--- config.mk ---
export PLATFORM = sky130hd
export DESIGN_NAME = clkout_stage
export DESIGN_NICKNAME = d
export VERILOG_FILES = /design/src/rtl/clkout_pkg.sv /design/src/rtl/clkout_sync.sv /design/src/rtl/clkout_tdiv.sv /design/src/rtl/clkout_lane.sv /design/src/rtl/clkout_stage.sv
export SDC_FILE = /design/constraint.sdc
export NUM_CORES = 1
export LEC_CHECK = 0
export ABC_AREA = 0
export BUFFER_PORTS_ARGS = -buffer_cell sky130_fd_sc_hd__buf_2
export CORE_MARGIN = 2
export CORE_UTILIZATION = 46
export CTS_CLUSTER_SIZE = 12
export DETAILED_ROUTE_END_ITERATION = 6
export MAX_ROUTING_LAYER = met4
export PLACE_DENSITY = 0.86
export RECOVER_POWER = 50
export SLEW_MARGIN = 30
export SYNTH_ARGS = -nofsm -noshare
export SYNTH_HDL_FRONTEND = slang
export SYNTH_HIERARCHICAL = 1
export SYNTH_SLANG_ARGS = --single-unit
--- constraint.sdc ---
create_clock -name clk -period 2.9 [get_ports clk]
set_clock_uncertainty 0.1 [all_clocks]
set_input_delay 0.29 -clock clk [delete_from_list [all_inputs] [get_ports clk]]
set_output_delay 0.29 -clock clk [all_outputs]
set_load 0.02 [all_outputs]
--- src/rtl/clkout_pkg.sv ---
package clkout_pkg;

  localparam int NGRP = 7;

  typedef enum logic [2:0] {
    G_CPU  = 3'd0,
    G_PCI  = 3'd1,
    G_PCIF = 3'd2,
    G_SDR  = 3'd3,
    G_USB  = 3'd4,
    G_AGP  = 3'd5,
    G_REF  = 3'd6
  } grp_e;

  typedef enum logic [1:0] {
    M_NORM = 2'd0,
    M_TEST = 2'd1,
    M_HIZ  = 2'd2
  } mode_e;

  // Group owning output index idx, groups laid out low to high.
  function automatic int grp_of(int idx, int nc, int np, int ns, int na);
    int b;
    b = nc;
    if (idx < b) return int'(G_CPU);
    b += np;
    if (idx < b) return int'(G_PCI);
    b += 1;
    if (idx < b) return int'(G_PCIF);
    b += ns;
    if (idx < b) return int'(G_SDR);
    b += 1;
    if (idx < b) return int'(G_USB);
    b += na;
    if (idx < b) return int'(G_AGP);
    return int'(G_REF);
  endfunction

  // Index into the test tap vector {div4, div2, div1}.
  function automatic int tap_of(int grp);
    case (grp)
      int'(G_PCI), int'(G_PCIF): return 2;
      int'(G_REF):               return 0;
      default:                   return 1;
    endcase
  endfunction

  function automatic mode_e decode_mode(logic [1:0] fs, logic s1);
    if (fs == 2'b11)              return M_HIZ;
    if (fs == 2'b01 && !s1)       return M_TEST;
    return M_NORM;
  endfunction

endpackage

--- src/rtl/clkout_sync.sv ---
module clkout_sync #(
  parameter int W = 3
) (
  input  logic         clk,
  input  logic         rst,
  input  logic [W-1:0] d,
  output logic [W-1:0] q
);
  logic [W-1:0] s1;

  always_ff @(posedge clk) begin
    if (rst) begin
      s1 <= '0;
      q  <= '0;
    end else begin
      s1 <= d;
      q  <= s1;
    end
  end
endmodule

--- src/rtl/clkout_tdiv.sv ---
module clkout_tdiv #(
  parameter int CW = 2
) (
  input  logic       clk,
  input  logic       rst,
  input  logic       run,
  input  logic       tclk,
  output logic [2:0] taps
);
  logic          t1, t2;
  logic [CW-1:0] cnt;
  logic          rise;

  assign rise = t1 & ~t2;

  always_ff @(posedge clk) begin
    if (rst) begin
      t1 <= 1'b0;
      t2 <= 1'b0;
    end else begin
      t1 <= tclk;
      t2 <= t1;
    end
  end

  // One counter feeds both ratios, so they stay phase aligned.
  always_ff @(posedge clk) begin
    if (rst || !run)
      cnt <= '0;
    else if (rise)
      cnt <= cnt + 1'b1;
  end

  assign taps = {cnt[1], cnt[0], t1};
endmodule

--- src/rtl/clkout_lane.sv ---
module clkout_lane #(
  parameter int TAP = 1
) (
  input  logic               clk,
  input  logic               rst,
  input  clkout_pkg::mode_e  mode,
  input  logic               src,
  input  logic               en,
  input  logic               stop,
  input  logic [2:0]         taps,
  output logic               o,
  output logic               oe
);
  always_ff @(posedge clk) begin
    if (rst) begin
      o  <= 1'b0;
      oe <= 1'b0;
    end else begin
      case (mode)
        clkout_pkg::M_HIZ: begin
          o  <= 1'b0;
          oe <= 1'b0;
        end
        clkout_pkg::M_TEST: begin
          o  <= taps[TAP];
          oe <= 1'b1;
        end
        default: begin
          o  <= src & en & ~stop;
          oe <= 1'b1;
        end
      endcase
    end
  end
endmodule

--- src/rtl/clkout_stage.sv ---
module clkout_stage #(
  parameter int N_CPU = 4,
  parameter int N_PCI = 4,
  parameter int N_SDR = 12,
  parameter int N_AGP = 2,
  localparam int N_OUT = N_CPU + N_PCI + N_SDR + N_AGP + 3
) (
  input  logic             clk,
  input  logic             rst,
  input  logic [1:0]       fsel,
  input  logic             sel1,
  input  logic [N_OUT-1:0] en,
  input  logic             stop_cpu,
  input  logic             stop_pci,
  input  logic             pdn,
  input  logic [6:0]       src_clk,
  input  logic             tclk,
  output logic [N_OUT-1:0] clk_out,
  output logic [N_OUT-1:0] clk_oe
);
  import clkout_pkg::*;

  mode_e                mode;
  logic [2:0]           ctl_s;
  logic [2:0]           taps;
  logic [NGRP-1:0]      grp_stop;

  assign mode = decode_mode(fsel, sel1);

  clkout_sync #(.W(3)) u_sync (
    .clk (clk),
    .rst (rst),
    .d   ({pdn, stop_pci, stop_cpu}),
    .q   (ctl_s)
  );

  clkout_tdiv #(.CW(2)) u_tdiv (
    .clk  (clk),
    .rst  (rst),
    .run  (mode == M_TEST),
    .tclk (tclk),
    .taps (taps)
  );

  always_comb begin
    grp_stop = {NGRP{ctl_s[2]}};
    grp_stop[G_CPU] = ctl_s[2] | ctl_s[0];
    grp_stop[G_PCI] = ctl_s[2] | ctl_s[1];
  end

  for (genvar gi = 0; gi < N_OUT; gi++) begin : g_lane
    localparam int GRP = grp_of(gi, N_CPU, N_PCI, N_SDR, N_AGP);
    clkout_lane #(.TAP(tap_of(GRP))) u_lane (
      .clk  (clk),
      .rst  (rst),
      .mode (mode),
      .src  (src_clk[GRP]),
      .en   (en[gi]),
      .stop (grp_stop[GRP]),
      .taps (taps),
      .o    (clk_out[gi]),
      .oe   (clk_oe[gi])
    );
  end
endmodule

==> results.md, run 1 <==
* Combinational share of power at 0.138
* Min-Delay Path Class: in -> reg
* Final setup TNS at 0 ns
* Status: complete, no violations
* Async SR Flop Fraction at 0
* Cell variety after synth at 16
* Cts bufs inserted at 9
* Headroom to the max-slew limit at 0.138
* Max-cap violations at 0
* Count leader, synth: dfxtp_1
* Hold_buf cts at 0
* Largest net degree at the start of global routing at 52
* Bufs on Longest Clock Path at 2
* Total global-route track usage at 0.187
* Final Power at 1.78 mW
* Fin area at 3450 sq um
* Layout area overhead at 24.3%
* Fmax at 521 MHz
* # port buffers at 90
* Yosys top cell by area: dfxtp_1
* Worst slew pin tran at 1.29 ns
* Final Wtd Congestion at 0.752
* Initial core utilization at 0.472
* Final setup viols at 0
* Crit path DAT at 2.00 ns
* Top Ports at 91
* CTS HTree Levels at 3
* Antenna diode count at 0
* Tcrit/Tclk final at 0.662
* Leak at 1.49 nW
* Core Region at 5890 sq um
* Final min period at 1.92 ns
* Hold Fails Final Rpt at 0
* Die area at 6670 sq um
* Syn Nets at 371
* Sw frac at 0.261
* Synth top cells by count: dfxtp_1 (60), ha_1 (50), inv_1 (50), nor2_1 (27), nand3b_1 (26)
* Synthesized area at 2780 sq um
* TritonCTS clock tree: done
* Via density at 4.87
* Register area share after synthesis at 0.433
* Die H at 81.7 um
* Mapped Avg Cell Area at 9.91 sq um
* Max Used Layer: met4
* WS Path Type: in -> reg
* Syn. warnings at 6
* CP startpoint kind: input port
* Number of remaining DRC errors at 0
* Post-DP HPWL at 3690 um
* Yosys reg bits at 60
* M1 WL at 2560 um
* Clock share of power at 0.365
* Power Density at 515 nW/um^2
* Row cnt at 28
* Peak VDD IR at 0.294 mV
* Part of the power in registers at 0.497
* Clock Latency Late Sink at 0.32 ns
* Die Wd at 81.7 um
* Clock-pin slew on the worst setup and hold paths at 0.06 ns
* Detailed-router iteration count before antenna repair at 4
* Yosys top cell area share at 0.433
* WL final at 5680 um
* Detail Route Antenna Nets at 0
* Metal3 WL at 347 um
* Unrepaired setup endpoints after global routing: no
* P_sw at 464 uW
* First-pass GRT wire length at 9360 um
* WL met2 at 2690 um
* Post-CTS sizing at 0
* Post-synth EDFFs at 0
* First DRT Iteration DRCs at 78
* Initial antenna violation count at 0
* Root Driver: clkbuf_8
* Mapped Cells at 280
* Critical Path End Type: flop
* Post-place instance area at 3340 sq um
* Drt wl/cell at 12.3 um
* Internal Power at 1.31 mW
* WP data required at 2.98 ns
* Vias in the first global route at 2,189
* Global route total overflow at 0
* Final net count at 474
* Setup Buffers After CTS at 0
* Share of cells above drive strength 1 at 0.155
* Main synth FF type: dfxtp_1
* Clock tree sinks at 60
* Crit-path max FO at 30
* Slew Limit Fails at 0
* Synth area leaders: dfxtp_1 (43%), ha_1 (23%), nand4b_1 (7.9%)
* Total number of vias at 2,248
## power groups by stage
stage,combinational [mW],sequential [mW],clock (mW)
after floorplan,0.106,0.945,0
after global placement,0.248,0.898,0
after detailed placement,0.257,0.899,0
after CTS,0.259,0.881,0.672
after global routing,0.280,0.886,0.705
final,0.246,0.882,0.649
## registers in the layout (all words and copies together), names as in the netlist
name	cells
g_lane.u_lane/o	25
g_lane.u_lane/oe	25
u_sync/q	3
u_sync/s1	3
u_tdiv/cnt	2
u_tdiv/t1	1
u_tdiv/t2	1
## cell usage in the layout (no fill, tap or decap)
master / n
dfxtp_1: 60
clkbuf_1: 50
inv_1: 50
ha_1: 50
buf_2: 42
nor2_1: 27
nand3b_1: 26
nand4b_1: 25
a21oi_1: 25
clkbuf_8: 11
nor2b_1: 8
or2_1: 2
clkinv_2: 2
buf_4: 2
and2_2: 1
nor3b_4: 1
clkbuf_2: 1
nand2b_1: 1
and2b_1: 1
xnor2_1: 1
xor2_1: 1
## final timing paths
kind | from | endpoint | slack, ns | cells after the start
hold reg to reg | u_sync/s1[1]$_SDFF_PP0_ | u_sync/q[1]$_SDFF_PP0_ | 0.34 | 1
setup / recovery | rst | g_lane[0].u_lane/o$_SDFF_PP0_ | 0.98 | 3
hold / removal | pdn | u_sync/s1[2]$_SDFF_PP0_ | 0.08 | 2
setup reg to reg | u_tdiv/cnt[0]$_SDFFE_PP0P_ | u_tdiv/cnt[1]$_SDFFE_PP0P_ | 1.44 | 3
## cells by family after synthesis
group	count (synthesis)	synth area share
and+or+nand+nor	92	0.220
xor gates and xnor gates	2	0.00631
buffers and inverters	51	0.0703
AOI/OAI and AO/OA	25	0.0451
adders and majority gates	50	0.225
DFF	60	0.433
## stage by stage
stage | setup WS (ns) | util | hold slack, ns | instances
detailed placement | 0.881 | 0.568 | 0.325 | 447
global placement | 0.939 | 0.568 | 0.318 | 447
CTS | 1.19 | 0.597 | 0.0663 | 462
global route | 0.806 | 0.586 | 0.0832 | 462
finish | 0.979 | 0.586 | 0.0769 | 462
floorplan | 0.0209 | - | 0.257 | 280
## final cells by class
| class | instances | area, sq um |
|---|---|---|
| sequential | 60 | 1200 |
| inverter | 50 | 188 |
| tap | 75 | 93.8 |
| fill | 567 | 2440 |
| multi-input combinational | 169 | 1390 |
| timing repair buffer | 93 | 410 |
| clock inverter | 2 | 10.0 |
| clock buffer | 13 | 159 |
## per-layer routing
| metal | global-route usage | vias up |
|---|---|---|
| met5 | - | - |
| met4 | 0.0683 | 0 |
| met3 | 0.0462 | 11 |
| met2 | 0.325 | 59 |
| met1 | 0.208 | 1049 |
| li1 | - | 1129 |
## worst max-delay path: stages
cell,delay (ns)
clkbuf_1,0.92
clkbuf_2,0.68
a21oi_1,0.09
Note: power is estimated with default switching activity, not from simulation.
==> run 2: changes to the inputs <==
- ABC_AREA: 0 -> 1
- CORE_UTILIZATION: 46 -> 48
- PLACE_DENSITY: 0.86 -> 0.87
- clock period: 2.9 -> 1.6 ns (I/O delays scaled with it)
==> run 2 against run 1 <==
Net effect:
- first-iteration DRC count down 2.6%
- worst hold slack worse by 0.029 ns
- sequential cell count unchanged
- critical path type unchanged
- non-clock buffer count up 14
- design area up 16%
- synthesized area up 13%
- global-route usage up 0.19 points
- critical endpoint is now g_lane[20].u_lane/oe$_SDFF_PP0_
- via count up 19%
==> results.md, run 2 <==
* Status: complete, no violations
* CP startpoint kind: input port
* Largest regs: g_lane.u_lane/o: 25 flops, g_lane.u_lane/oe: 25 flops
* Max Used Layer: met4
* # fillers at 557 (-1.8%)
* Final net count at 607 (+28%)
* Clock share of power at 0.352 (-0.013)
* Leading cell type in the layout, fill and taps excluded: inv_1
* Headroom to the max-slew limit at 0.645 (+0.507)
* Unrepaired setup endpoints after global routing: no
* R2R Path End: g_lane[12].u_lane/o$_SDFF_PP0_
* Fmax at 713 MHz
* Cts bufs inserted at 9 (unchanged)
* Synthesized area at 3150 sq um (+13%)
* Async SR Flop Fraction at 0 (unchanged)
* Power Density at 847 nW/um^2 (+64%)
* Detail Route Antenna Nets at 0 (unchanged)
* Slowest stage delay, CP at 0.52 ns (-0.40 ns)
* Detailed-router iteration count before antenna repair at 4 (unchanged)
* Mapped Avg Cell Area at 7.89 sq um (-20%)
* Die H at 85.0 um (+4.1%)
* Hold Path Origin: en[9]
* Mapped Cells at 399 (+43%)
* Setup Buffers After CTS at 0 (unchanged)
* Crit-path max FO at 21 (-30%)
* Clock tree sinks at 60 (unchanged)
* P_sw at 961 uW (+110%)
* CP top delay family: buffers and inverters
* Register area share after synthesis at 0.382 (-0.0513)
* Total number of vias at 2,678 (+19%)
* Root Driver: clkbuf_8
* Hold depth at 5 (+3)
* Worst-path cell chain: dlygate4sd3_1, clkbuf_1, clkbuf_2, nor2_1
* Cell variety after synth at 12 (-4)
* Antenna diode count at 0 (unchanged)
* Layout area overhead at 26.9%
* Initial core utilization at 0.496 (+0.0242)
* Leak at 2.05 nW (+37%)
* Clock-pin slew on the worst setup and hold paths at 0.06 ns (about the same)
* Core Region at 6350 sq um (+7.9%)
* Combinational share of power at 0.177 (+0.039)
* Final setup viols at 0 (unchanged)
* TritonCTS clock tree: done
* Global route total overflow at 0 (unchanged)
* # port buffers at 90 (unchanged)
* Clock Latency Late Sink at 0.33 ns (about the same)
* Worst reg2reg startpoint: u_sync/q[2]$_SDFF_PP0_
* Final Wtd Congestion at 0.764 (+1.6%)
* Final min period at 1.40 ns
* First-pass GRT wire length at 10,700 um (+14%)
* Post-synth EDFFs at 0 (unchanged)
* Post-CTS sizing at 0 (unchanged)
* Flop-to-flop setup slack at 0.36 ns (-1.08 ns)
* Synth top cells by count: inv_1 (116), dfxtp_1 (60), nand2_1 (55), ha_1 (50), nor2_1 (37)
* Number of remaining DRC errors at 0 (unchanged)
* Syn. warnings at 6 (unchanged)
* Syn Nets at 490 (+32%)
* WL met2 at 3210 um (+19%)
* Leading cell types in the layout, fill and taps excluded: inv_1 (88), dfxtp_1 (60), nand2_1 (53)
* Min-Delay Path Class: in -> reg
* WL final at 6300 um (+11%)
* CP max stage cell: dlygate4sd3_1
* Tcrit/Tclk final at 0.876
* Metal3 WL at 336 um (-3.2%)
* Critical Path End Type: flop
* First DRT Iteration DRCs at 76 (-2.6%)
* Part of the power in registers at 0.471 (-0.026)
* Yosys reg bits at 60 (unchanged)
* Yosys top cell area share at 0.382 (-0.0513)
* Worst slew pin tran at 0.532 ns (-0.760 ns)
* Bufs on Longest Clock Path at 2 (unchanged)
* Peak VDD IR at 0.542 mV (+84%)
* Synth area leaders: dfxtp_1 (38%), ha_1 (20%), inv_1 (14%)
* Die area at 7220 sq um (+8.3%)
* Initial antenna violation count at 0 (unchanged)
* WS Path Type: in -> reg
* CTS HTree Levels at 3 (unchanged)
* Top Ports at 91 (unchanged)
* Hold Fails Final Rpt at 0 (unchanged)
* Internal Power at 2.42 mW (+85%)
* Slew Limit Fails at 0 (unchanged)
* Max-cap violations at 0 (unchanged)
* Sw frac at 0.284 (+0.0228)
* Yosys top cell by area: dfxtp_1
* Crit path DAT at 1.50 ns (-0.50 ns)
* WHS at 0.0478 ns (-0.0291 ns)
* Row cnt at 29 (+3.6%)
* Worst r2r path cells at 4 (+1)
* Main synth FF type: dfxtp_1
* Crit path launch: rst
* Vias in the first global route at 2,619 (+20%)
* Total global-route track usage at 0.189 (+0.00188)
* Post-place instance area at 3830 sq um (+15%)
* Count leader, synth: inv_1
* Hold_buf cts at 6 (+6)
* Largest net degree at the start of global routing at 45 (-13%)
* Fin area at 4000 sq um (+16%)
* Die Wd at 85.0 um (+4.1%)
* WHS Endpoint: g_lane[9].u_lane/o$_SDFF_PP0_
* WP data required at 1.70 ns (-1.28 ns)
* WP buf/inv at 3 (+1)
* M1 WL at 2660 um (+4.1%)
* Final Power at 3.38 mW (+91%)
* Drt wl/cell at 10.6 um (-14%)
* Via density at 4.49 (-7.8%)
* Share of cells above drive strength 1 at 0.287 (+0.131)
* Post-DP HPWL at 4460 um (+21%)
==> run 2: changes by cell type in the layout (fill, tap and decap cells not counted), sizes merged, moves of 6 or more <==
cell / before / now
buf: 44 / 52
dlygate4sd3: 0 / 6
nor2: 27 / 62
nand3: 0 / 26
nor2b: 8 / 0
nand2: 0 / 55
inv: 50 / 115
nand3b: 26 / 0
nand4b: 25 / 0
==> run 2: area by class of cell <==
cell class              count  area (sq um)  area share
repair buffers            107           543       0.136
clock buffers              13           159      0.0398
flip-flops and latches     60          1200       0.301
inverters                 116           452       0.113
clock inverters             2          10.0     0.00251
multi-input cells         222          1530       0.384
well taps                  77          96.3      0.0241
==> run 2: cells by family (layout without fill, tap and decap cells) <==
logic type               count (synthesis)  count (layout)  synth area share
AND/OR/NAND/NOR                        146             146             0.207
buffers and inverters                  117             238             0.141
flip-flops                              60              60             0.382
adder cells (fa/ha/maj)                 50              50             0.199
AO/OA/AOI/OAI                           26              26            0.0723
==> run 2: metal layers <==
layer	up-vias	track usage
li1	1403	-
met1	1209	0.191
met2	57	0.341
met3	9	0.0496
met4	0	0.0823
met5	-	-
==> run 2: per-stage QoR <==
stage / setup WS [ns] / utilization / setup TNS (ns) / cells
floorplan: -0.132 / - / -3.09 / 399
CTS: 0.317 / 0.639 / 0 / 597
global placement: 0.0600 / 0.603 / 0 / 576
global route: 0.126 / 0.629 / 0 / 597
detailed placement: -0.00670 / 0.603 / -0.00670 / 576
finish: 0.198 / 0.629 / 0 / 597
==> run 2: how the worst max path moves through the flow <==
stage / to / depth (start not counted)
2_1_floorplan: g_lane[24].u_lane/o$_SDFF_PP0_ / 9
3_3_place_gp: g_lane[2].u_lane/o$_SDFF_PP0_ / 10
3_5_place_dp: g_lane[10].u_lane/o$_SDFF_PP0_ / 11
4_1_cts: u_sync/s1[1]$_SDFF_PP0_ / 5
5_1_grt: u_sync/s1[2]$_SDFF_PP0_ / 4
6_report: g_lane[20].u_lane/oe$_SDFF_PP0_ / 4
==> run 2: worst reg2reg max path, stage by stage (launching register included) <==
cell and delay (ns):
dfxtp_1 0.46, buf_4 0.34, nor2_2 0.08, nand2_1 0.08
a21oi_2 0.05
==> run 2: power groups by stage <==
stage	clock [mW]	sequential [mW]	combinational [mW]
after floorplan	0	1.72	0.294
after global placement	0	1.62	0.586
after detailed placement	0	1.63	0.610
after CTS	1.23	1.59	0.625
after global routing	1.30	1.60	0.677
final	1.19	1.59	0.599
